==> config.mk <==
export PLATFORM = sky130hd
export DESIGN_NAME = alu_core
export DESIGN_NICKNAME = d
export VERILOG_FILES = /design/src/rtl/alu_pkg.sv /design/src/rtl/alu_addsub.sv /design/src/rtl/alu_bitwise.sv /design/src/rtl/alu_shift.sv /design/src/rtl/alu_core.sv
export SDC_FILE = /design/constraint.sdc
export NUM_CORES = 1
export LEC_CHECK = 0
export BUFFER_PORTS_ARGS = -buffer_cell sky130_fd_sc_hd__buf_2
export CAP_MARGIN = 20
export CORE_MARGIN = 8
export CORE_UTILIZATION = 39
export DETAILED_ROUTE_END_ITERATION = 7
export PLACE_DENSITY = 0.61
export SLEW_MARGIN = 40
export SYNTH_ARGS = -nofsm -noshare
export SYNTH_HDL_FRONTEND = slang
export SYNTH_SLANG_ARGS = --single-unit
export TNS_END_PERCENT = 20
==> constraint.sdc <==
create_clock -name vclk -period 7
set_clock_uncertainty 0.1 [all_clocks]
set_input_delay 1.4 -clock vclk [all_inputs]
set_output_delay 1.4 -clock vclk [all_outputs]
set_load 0.02 [all_outputs]
==> src/rtl/alu_pkg.sv <==
`timescale 1ns/1ps
package alu_pkg;
    localparam int XLEN  = 32;
    localparam int SHW   = $clog2(XLEN);
    localparam int IMMW  = 16;
    localparam int OPW   = 5;

    typedef logic [XLEN-1:0] word_t;

    typedef enum logic [OPW-1:0] {
        OP_ADD   = 5'd0,  OP_ADDU  = 5'd1,  OP_SUB   = 5'd2,  OP_SUBU  = 5'd3,
        OP_AND   = 5'd4,  OP_OR    = 5'd5,  OP_XOR   = 5'd6,  OP_NOR   = 5'd7,
        OP_SLT   = 5'd8,  OP_SLTU  = 5'd9,  OP_SLL   = 5'd10, OP_SRL   = 5'd11,
        OP_SRA   = 5'd12, OP_SLLV  = 5'd13, OP_SRLV  = 5'd14, OP_SRAV  = 5'd15,
        OP_ADDI  = 5'd16, OP_ADDIU = 5'd17, OP_SLTI  = 5'd18, OP_SLTIU = 5'd19,
        OP_ANDI  = 5'd20, OP_ORI   = 5'd21, OP_XORI  = 5'd22, OP_LUI   = 5'd23
    } alu_op_e;

    typedef enum logic [1:0] {BW_AND, BW_OR, BW_XOR, BW_NOR} bw_fn_e;
    typedef enum logic [1:0] {SH_LEFT, SH_RLOG, SH_RARITH} sh_kind_e;
    typedef enum logic [2:0] {SRC_NONE, SRC_SUM, SRC_LTS, SRC_LTU, SRC_BW, SRC_SH, SRC_UPPER} src_e;

    typedef struct packed {
        logic     use_imm;
        logic     imm_sext;
        logic     do_sub;
        logic     trap;
        logic     var_amt;
        sh_kind_e sh_kind;
        bw_fn_e   bw_fn;
        src_e     src;
    } ctrl_t;

    function automatic ctrl_t decode_op(logic [OPW-1:0] code);
        ctrl_t c;
        c = '{use_imm: 1'b0, imm_sext: 1'b0, do_sub: 1'b0, trap: 1'b0, var_amt: 1'b0,
              sh_kind: SH_LEFT, bw_fn: BW_AND, src: SRC_NONE};
        case (alu_op_e'(code))
            OP_ADD:   begin c.src = SRC_SUM; c.trap = 1'b1; end
            OP_ADDU:  c.src = SRC_SUM;
            OP_SUB:   begin c.src = SRC_SUM; c.do_sub = 1'b1; c.trap = 1'b1; end
            OP_SUBU:  begin c.src = SRC_SUM; c.do_sub = 1'b1; end
            OP_AND:   begin c.src = SRC_BW; c.bw_fn = BW_AND; end
            OP_OR:    begin c.src = SRC_BW; c.bw_fn = BW_OR; end
            OP_XOR:   begin c.src = SRC_BW; c.bw_fn = BW_XOR; end
            OP_NOR:   begin c.src = SRC_BW; c.bw_fn = BW_NOR; end
            OP_SLT:   begin c.src = SRC_LTS; c.do_sub = 1'b1; end
            OP_SLTU:  begin c.src = SRC_LTU; c.do_sub = 1'b1; end
            OP_SLL:   begin c.src = SRC_SH; c.sh_kind = SH_LEFT; end
            OP_SRL:   begin c.src = SRC_SH; c.sh_kind = SH_RLOG; end
            OP_SRA:   begin c.src = SRC_SH; c.sh_kind = SH_RARITH; end
            OP_SLLV:  begin c.src = SRC_SH; c.sh_kind = SH_LEFT;   c.var_amt = 1'b1; end
            OP_SRLV:  begin c.src = SRC_SH; c.sh_kind = SH_RLOG;   c.var_amt = 1'b1; end
            OP_SRAV:  begin c.src = SRC_SH; c.sh_kind = SH_RARITH; c.var_amt = 1'b1; end
            OP_ADDI:  begin c.src = SRC_SUM; c.use_imm = 1'b1; c.imm_sext = 1'b1; c.trap = 1'b1; end
            OP_ADDIU: begin c.src = SRC_SUM; c.use_imm = 1'b1; c.imm_sext = 1'b1; end
            OP_SLTI:  begin c.src = SRC_LTS; c.use_imm = 1'b1; c.imm_sext = 1'b1; c.do_sub = 1'b1; end
            OP_SLTIU: begin c.src = SRC_LTU; c.use_imm = 1'b1; c.imm_sext = 1'b1; c.do_sub = 1'b1; end
            OP_ANDI:  begin c.src = SRC_BW; c.use_imm = 1'b1; c.bw_fn = BW_AND; end
            OP_ORI:   begin c.src = SRC_BW; c.use_imm = 1'b1; c.bw_fn = BW_OR; end
            OP_XORI:  begin c.src = SRC_BW; c.use_imm = 1'b1; c.bw_fn = BW_XOR; end
            OP_LUI:   c.src = SRC_UPPER;
            default:  c.src = SRC_NONE;
        endcase
        return c;
    endfunction
endpackage

==> src/rtl/alu_addsub.sv <==
`timescale 1ns/1ps
module alu_addsub #(
    parameter int W = alu_pkg::XLEN
) (
    input  logic [W-1:0] a_i,
    input  logic [W-1:0] b_i,
    input  logic         sub_i,
    output logic [W-1:0] sum_o,
    output logic         ovf_o,
    output logic         lt_s_o,
    output logic         lt_u_o
);
    logic [W-1:0] b_x;
    logic [W:0]   full;

    assign b_x   = sub_i ? ~b_i : b_i;
    assign full  = {1'b0, a_i} + {1'b0, b_x} + {{W{1'b0}}, sub_i};
    assign sum_o = full[W-1:0];
    assign ovf_o = (a_i[W-1] == b_x[W-1]) && (sum_o[W-1] != a_i[W-1]);
    assign lt_s_o = sum_o[W-1] ^ ovf_o;
    assign lt_u_o = ~full[W];

    always_comb begin
        if (sub_i && sum_o == '0) begin
            p_equal_on_zero_r10: assert (a_i == b_i)
                else $error("difference zero with unequal operands");
        end
    end
endmodule

==> src/rtl/alu_bitwise.sv <==
`timescale 1ns/1ps
module alu_bitwise #(
    parameter int W = alu_pkg::XLEN
) (
    input  logic [W-1:0]    a_i,
    input  logic [W-1:0]    b_i,
    input  alu_pkg::bw_fn_e fn_i,
    output logic [W-1:0]    y_o
);
    always_comb begin
        case (fn_i)
            alu_pkg::BW_AND: y_o = a_i & b_i;
            alu_pkg::BW_OR:  y_o = a_i | b_i;
            alu_pkg::BW_XOR: y_o = a_i ^ b_i;
            default:         y_o = ~(a_i | b_i);
        endcase
    end
endmodule

==> src/rtl/alu_shift.sv <==
`timescale 1ns/1ps
module alu_shift #(
    parameter int W  = alu_pkg::XLEN,
    parameter int SW = $clog2(W)
) (
    input  logic [W-1:0]      value_i,
    input  logic [SW-1:0]     amt_i,
    input  alu_pkg::sh_kind_e kind_i,
    output logic [W-1:0]      y_o
);
    logic         left;
    logic         fill;
    logic [W-1:0] value_rev;
    logic [W-1:0] stage [SW+1];
    logic [W-1:0] out_rev;

    assign left = (kind_i == alu_pkg::SH_LEFT);
    assign fill = (kind_i == alu_pkg::SH_RARITH) & value_i[W-1];

    for (genvar i = 0; i < W; i++) begin : g_rev
        assign value_rev[i] = value_i[W-1-i];
        assign out_rev[i]   = stage[SW][W-1-i];
    end

    assign stage[0] = left ? value_rev : value_i;

    for (genvar k = 0; k < SW; k++) begin : g_stage
        localparam int STEP = 1 << k;
        assign stage[k+1] = amt_i[k] ? {{STEP{fill}}, stage[k][W-1:STEP]} : stage[k];
    end

    assign y_o = left ? out_rev : stage[SW];

    always_comb begin
        if (amt_i == '0) begin
            p_zero_count_r7: assert (y_o == value_i)
                else $error("zero count changed the value");
        end
        if (amt_i != '0 && kind_i == alu_pkg::SH_RARITH) begin
            p_sign_fill_r7: assert (y_o[W-1] == value_i[W-1])
                else $error("arithmetic shift lost the sign");
        end
        if (amt_i != '0 && kind_i == alu_pkg::SH_RLOG) begin
            p_zero_fill_r7: assert (y_o[W-1] == 1'b0)
                else $error("logical right shift did not clear the top bit");
        end
    end
endmodule

==> src/rtl/alu_core.sv <==
`timescale 1ns/1ps
module alu_core #(
    parameter int W    = alu_pkg::XLEN,
    parameter int IMMW = alu_pkg::IMMW,
    parameter int OPW  = alu_pkg::OPW,
    parameter int SW   = $clog2(W)
) (
    input  logic [W-1:0]    a_i,
    input  logic [W-1:0]    b_i,
    input  logic [IMMW-1:0] imm_i,
    input  logic [SW-1:0]   shamt_i,
    input  logic [OPW-1:0]  op_i,
    output logic [W-1:0]    result_o,
    output logic            zero_o,
    output logic            ovf_o
);
    import alu_pkg::*;

    localparam int EXTW = W - IMMW;

    ctrl_t        ctl;
    logic [W-1:0] imm_ext;
    logic [W-1:0] b_eff;
    logic [W-1:0] sum;
    logic         ovf_raw;
    logic         lt_s;
    logic         lt_u;
    logic [W-1:0] bw_y;
    logic [W-1:0] sh_y;
    logic [SW-1:0] sh_amt;

    assign ctl     = decode_op(op_i);
    assign imm_ext = {{EXTW{ctl.imm_sext & imm_i[IMMW-1]}}, imm_i};
    assign b_eff   = ctl.use_imm ? imm_ext : b_i;
    assign sh_amt  = ctl.var_amt ? a_i[SW-1:0] : shamt_i;

    alu_addsub #(.W(W)) u_addsub (
        .a_i(a_i), .b_i(b_eff), .sub_i(ctl.do_sub),
        .sum_o(sum), .ovf_o(ovf_raw), .lt_s_o(lt_s), .lt_u_o(lt_u)
    );

    alu_bitwise #(.W(W)) u_bitwise (
        .a_i(a_i), .b_i(b_eff), .fn_i(ctl.bw_fn), .y_o(bw_y)
    );

    alu_shift #(.W(W), .SW(SW)) u_shift (
        .value_i(b_i), .amt_i(sh_amt), .kind_i(ctl.sh_kind), .y_o(sh_y)
    );

    always_comb begin
        case (ctl.src)
            SRC_SUM:   result_o = sum;
            SRC_LTS:   result_o = {{(W-1){1'b0}}, lt_s};
            SRC_LTU:   result_o = {{(W-1){1'b0}}, lt_u};
            SRC_BW:    result_o = bw_y;
            SRC_SH:    result_o = sh_y;
            SRC_UPPER: result_o = {imm_i, {EXTW{1'b0}}};
            default:   result_o = '0;
        endcase
    end

    assign zero_o = (result_o == '0);
    assign ovf_o  = ctl.trap & ovf_raw;

    always_comb begin
        if (!ctl.trap) begin
            p_no_overflow_r3: assert (!ovf_o) else $error("overflow on a non-reporting code");
        end
        if (ctl.src == SRC_LTS || ctl.src == SRC_LTU) begin
            p_compare_width_r5: assert (result_o[W-1:1] == '0) else $error("compare result wider than one bit");
        end
        if (ctl.src == SRC_UPPER) begin
            p_upper_low_clear_r9: assert (result_o[EXTW-1:0] == '0) else $error("upper immediate left low bits set");
        end
        if (ctl.src == SRC_NONE) begin
            p_unused_quiet_r11: assert (zero_o && !ovf_o) else $error("unused code not quiet");
        end
    end
endmodule

==> impl_metrics.tcl, run 1 <==
set metrics [dict create \
    final-setup-viol-count 1 \
    worstPathRequired_ns 5.50 \
    tightestPinTransition_ns 0.905 \
    routed_via_density 6.33 \
    routed_wl_um 57700 \
    ant_nets 0 \
    worst_setup_path_end_kind "output pin" \
    period_share_pct 102 \
    yosysSeqAreaShare_pct 0 \
    cap_violations 0 \
    crit_type "in -> out" \
    grt_pass1_vias 13719 \
    crit_chain "buf_2 -> or3b_4 -> a21oi_4 -> buf_4 -> xnor2_1 -> ha_1 -> a21oi_2 -> o211ai_1 -> a31oi_1 -> xnor2_1 -> a21oi_2 -> o21ai_2 -> or4b_4 -> or4_4 -> nor4b_4 -> nand4_1 -> nor4_4 -> buf_4" \
    min_path_type "in -> out" \
    slowest_delay_ns 0.49 \
    dpl-instance-area_mm2 0.0137 \
    failed_checks "setup timing" \
    die_h_um 172 \
    clkbuf_count 0 \
    gp_congestion 1.07 \
    holdBufCountCts 0 \
    maxSlewViolCount 0 \
    seq_cells 0 \
    grt_busiest_layer "met2" \
    num-fill-cells 2394 \
    cp_max_fo 5 \
    finalCriticalPeriod_ns 7.14 \
    rsz0062_at_grt "true" \
    grt_overflow 0 \
    die-width_um 172 \
    grt_use_met1_pct 46.6 \
    status "complete, but fails checks" \
    critPathTopFamily "simple AND/OR/NAND/NOR gates" \
    std_cell_rows 57 \
    ys_warn_count 0 \
    antenna_found_initial 2 \
    hold_viol_final 0 \
    ioPinCount 124 \
    fin_ws_ns -0.144 \
    hold_slack_ns 3.29 \
    nNetsFinal 2106 \
    drc_errors 0 \
    mappedNetlistArea_mm2 0.00952 \
    post-dp-hpwl_um 48100 \
    gr-usage-met2_pct 62.5 \
    vias 14189 \
    grtUsageMet3_pct 6.89 \
    synthCells 1425 \
    ys_types 100 \
    avgSynthCellArea_um2 6.68 \
    arrival_ns 5.64 \
    grt_first_pass_wirelength_um 85700 \
    drt-initial-drc-count 1749 \
    initial_core_util_pct 39.4 \
    synth_fp_nets 1611 \
    core_area_mm2 0.0242 \
    drive_gt1_share_pct 36.8 \
    setup.worst_path.start_class "primary input" \
    port_buffers 124 \
    area_delta_synth_final_pct 47.3 \
    maxSlewHeadroom_pct 39.0 \
    seq_area_um2 0 \
    grt_start_max_net_pins 40 \
    grt_usage_pct 38.3 \
    stdcell_area_mm2 0.0140 \
    cp_slowest_cell "or4b_4" \
    wl_per_cell_um 25.7 \
    dieArea_mm2 0.0297 \
    max_freq_ghz 0.140 \
    dr.pass1.iters 6 \
    cp.buffers_inverters 3 \
]
## logic make-up (layout without fill, tap and decap cells)
family | count (synthesis) | count (layout) | share of synthesized area, %
mux | 72 | 72 | 9.84
buf+inv | 190 | 683 | 8.90
fa+ha+maj | 96 | 96 | 12.7
other cells | 0 | 1 | 0
simple gates | 488 | 488 | 26.0
xor+xnor | 56 | 56 | 5.15
compound gates | 523 | 523 | 37.4
## Yosys cell counts, drive strengths merged (4+ instances only)
| cell | instances | area [µm²] |
|---|---|---|
| nand2b | 20 | 125 |
| a21oi | 99 | 499 |
| o21a | 9 | 67.6 |
| or3 | 7 | 43.8 |
| nand4 | 38 | 238 |
| buf | 52 | 329 |
| a221oi | 8 | 70.1 |
| mux2i | 46 | 464 |
| a311oi | 9 | 85.1 |
| o211ai | 41 | 318 |
| a2111oi | 10 | 88.8 |
| and3 | 17 | 106 |
| a211o | 12 | 105 |
| o32ai | 6 | 52.6 |
| a221o | 4 | 40.0 |
| o31ai | 14 | 105 |
| or4 | 5 | 37.5 |
| or2 | 5 | 31.3 |
| o31a | 5 | 43.8 |
| nand3 | 59 | 310 |
| a31oi | 23 | 150 |
| ha | 95 | 1190 |
| nand2 | 147 | 564 |
| a211oi | 31 | 238 |
| a21boi | 13 | 139 |
| nor3 | 32 | 183 |
| xnor2 | 45 | 394 |
| mux2 | 10 | 113 |
| a311o | 4 | 40.0 |
| nor2 | 105 | 443 |
| a21o | 15 | 113 |
| o211a | 5 | 50.1 |
| inv | 90 | 338 |
| clkbuf | 48 | 180 |
| a32oi | 4 | 35.0 |
| a22o | 4 | 35.0 |
| mux4 | 16 | 360 |
| nor4 | 11 | 75.1 |
| o21ai | 137 | 708 |
| o22ai | 16 | 106 |
| nor2b | 10 | 62.6 |
| a22oi | 16 | 125 |
| and2 | 19 | 119 |
| xor2 | 11 | 96.3 |
| o221ai | 13 | 114 |
## area by class of cell
| type | count | area, µm² | share of cell area (%) |
|---|---|---|---|
| multi-input combinational | 1235 | 8940 | 63.8 |
| antenna | 1 | 2.50 | 0.0178 |
| tap | 324 | 405 | 2.89 |
| timing repair buffer | 593 | 4330 | 30.9 |
| inverter | 90 | 338 | 2.41 |
## path summary, 6_finish.rpt
check	start	end	slack [ns]	cells past startpoint
max	op_i[4]	zero_o	-0.14	18
min	a_i[31]	ovf_o	3.29	4
## metal layers
layer | wire (µm) | up-vias | part of all wire, %
met5 | 12 | - | 0.021
met2 | 26000 | 862 | 45
met4 | 4110 | 2 | 7.1
met1 | 22000 | 6712 | 38
li1 | - | 6391 | -
met3 | 5670 | 222 | 9.8
## placed cells by master (no fill, tap or decap), types with 11 or more instances in the layout
cell | synthesis | routed
o21ai_1 | 17 | 19
a31oi_1 | 22 | 21
o31ai_1 | 14 | 14
nand2b_1 | 20 | 19
buf_4 | 6 | 453
nor3_1 | 30 | 30
and3_1 | 17 | 16
nor2_1 | 99 | 98
nand3_1 | 56 | 55
a211oi_1 | 30 | 29
buf_2 | 23 | 120
o211ai_1 | 39 | 39
ha_1 | 95 | 95
mux2i_1 | 45 | 36
nand2_1 | 144 | 143
o21ai_0 | 116 | 111
xor2_1 | 11 | 11
a22oi_1 | 15 | 15
o221ai_1 | 13 | 11
a211o_1 | 12 | 12
inv_1 | 90 | 90
and2_1 | 18 | 18
mux4_2 | 16 | 16
nand4_1 | 38 | 38
xnor2_1 | 45 | 44
a21o_1 | 15 | 15
o22ai_1 | 15 | 14
a21oi_1 | 98 | 89
## through the flow
stage                     std cells  utilization, %  setup WS (ns)  TNS (ns)
after detailed placement       2233            56.5         -0.351    -0.532
after floorplan                1425               -         0.0429         0
after global routing           2242            58.0         -0.308    -0.345
after global placement         2233            56.5         -0.228    -0.302
final                          2243            58.0         -0.144    -0.144
after CTS                      2241            57.5        -0.0808   -0.0808
## timing repair
item                                    CTS  global route
buffers inserted                          7             1
gates cloned                              1             0
pin swaps                                22            18
resized for setup                        35            27
endpoints found under the setup margin    4             6
==> run 2: changes to the inputs <==
- PLACE_DENSITY: 0.61 -> 0.59
- clock period: 7 -> 7.1 ns (I/O delays scaled with it)
==> impl_metrics.tcl, run 2 (synthesized netlist as in run 1, its figures left out) <==
set metrics [dict create \
    maxSlewViolCount 0 \
    cp_slowest_cell "or4b_1" \
    setup.worst_path.start_class "primary input" \
    drive_gt1_share_pct 34.7 \
    grt_overflow 0 \
    drt-initial-drc-count 1771 \
    final_common_cell "buf_4" \
    worstPathRequired_ns 5.58 \
    die_h_um 172 \
    routed_via_density 6.33 \
    grtUsageMet3_pct 4.45 \
    final_core_util_pct 56.3 \
    gr-usage-met2_pct 60.6 \
    std_cell_rows 57 \
    critPathTopFamily "simple AND/OR/NAND/NOR gates" \
    slowest_delay_ns 0.52 \
    status "complete, but fails checks" \
    failed_checks "setup timing" \
    seq_cells 0 \
    setup_tns_ns -0.0337 \
    grt_busiest_layer "met2" \
    ant_nets 0 \
    hold_path_end "ovf_o" \
    grt_use_met1_pct 45.4 \
    grt_start_max_net_pins 48 \
    nNetsFinal 2019 \
    ioPinCount 124 \
    clkbuf_count 0 \
    vias 13638 \
    period_share_pct 100 \
    crit_chain "buf_2 -> and3_4 -> nor2_4 -> buf_12 -> mux2i_4 -> xnor2_2 -> fa_2 -> a21oi_2 -> o211ai_1 -> a31oi_2 -> xnor2_2 -> a21oi_2 -> o21ai_2 -> or4b_1 -> or4_4 -> nor4b_4 -> nand4_1 -> nor4_4 -> buf_4" \
    area_delta_synth_final_pct 43.0 \
    finalCriticalPeriod_ns 7.13 \
    routed_wl_um 55800 \
    min_path_type "in -> out" \
    gp_congestion 1.08 \
    cp_num_cells 19 \
    whs_path_depth 4 \
    port_buffers 124 \
    worst_setup_path_end_kind "output pin" \
    cap_violations 0 \
    antenna_found_initial 4 \
    drc_errors 0 \
    dr.pass1.iters 7 \
    num-fill-cells 2426 \
    die-width_um 172 \
    hold_viol_final 0 \
    min_from "a_i[31]" \
    grt_first_pass_wirelength_um 82700 \
    wl_per_cell_um 25.9 \
    layoutNonFillerInstCount 2156 \
    initial_core_util_pct 39.4 \
    tightestPinTransition_ns 0.962 \
    max_freq_ghz 0.140 \
    rsz0062_at_grt "true" \
    crit_type "in -> out" \
    placed_cells 2136 \
    seq_area_um2 0 \
    cp_max_fo 8 \
    post-dp-hpwl_um 45900 \
    grt_pass1_vias 13169 \
    cp.buffers_inverters 3 \
    holdBufCountCts 0 \
    layout_common_cells "354 x buf_4, 143 x nand2_1, 124 x buf_2" \
    arrival_ns 5.61 \
    core_area_mm2 0.0242 \
    maxSlewHeadroom_pct 34.2 \
    dieArea_mm2 0.0297 \
    final-setup-viol-count 1 \
    fin_ws_ns -0.0337 \
    grt_usage_pct 36.9 \
]
-- run 2: worst max path at each step --
stage | to | startpoint | slack [ns]
2_1_floorplan | zero_o | op_i[1] | 0.02
3_3_place_gp | zero_o | op_i[1] | -0.18
3_5_place_dp | zero_o | op_i[3] | -0.25
4_1_cts | zero_o | op_i[1] | 0.005
5_1_grt | zero_o | op_i[2] | -0.22
6_report | zero_o | op_i[2] | -0.03
-- run 2: per-layer routing --
layer | up-vias | routed length (µm)
li1 | 6232 | -
met1 | 6432 | 21700
met2 | 764 | 25400
met3 | 208 | 4470
met4 | 2 | 4200
met5 | - | 15
-- run 2: area by class of cell --
cell class	instances	area (µm²)	share of cell area (%)
inverters	90	338	2.48
multi-input cells	1235	9070	66.6
diodes	1	2.50	0.0184
well taps	324	405	2.98
repair buffers	506	3800	27.9
-- run 2: stage by stage --
stage	hold WS, ns	worst slack (ns)	instance area, µm²
after global routing	3.35	-0.218	13600
after detailed placement	3.32	-0.252	13100
after global placement	3.30	-0.184	13100
after CTS	3.32	0.00505	13500
final	3.32	-0.0337	13600
after floorplan	3.02	0.0177	9540
-- run 2: what timing repair did --
item                       4_1_cts  5_1_grt
pin swaps                       27       19
setup buffers                   15        4
resized for setup               63       23
setup endpoints to repair        2        5
-- run 2: worst min-delay path: stages --
cell,delay (ns)
buf_2,0.17
xnor2_1,0.08
and3_1,0.17
buf_2,0.15
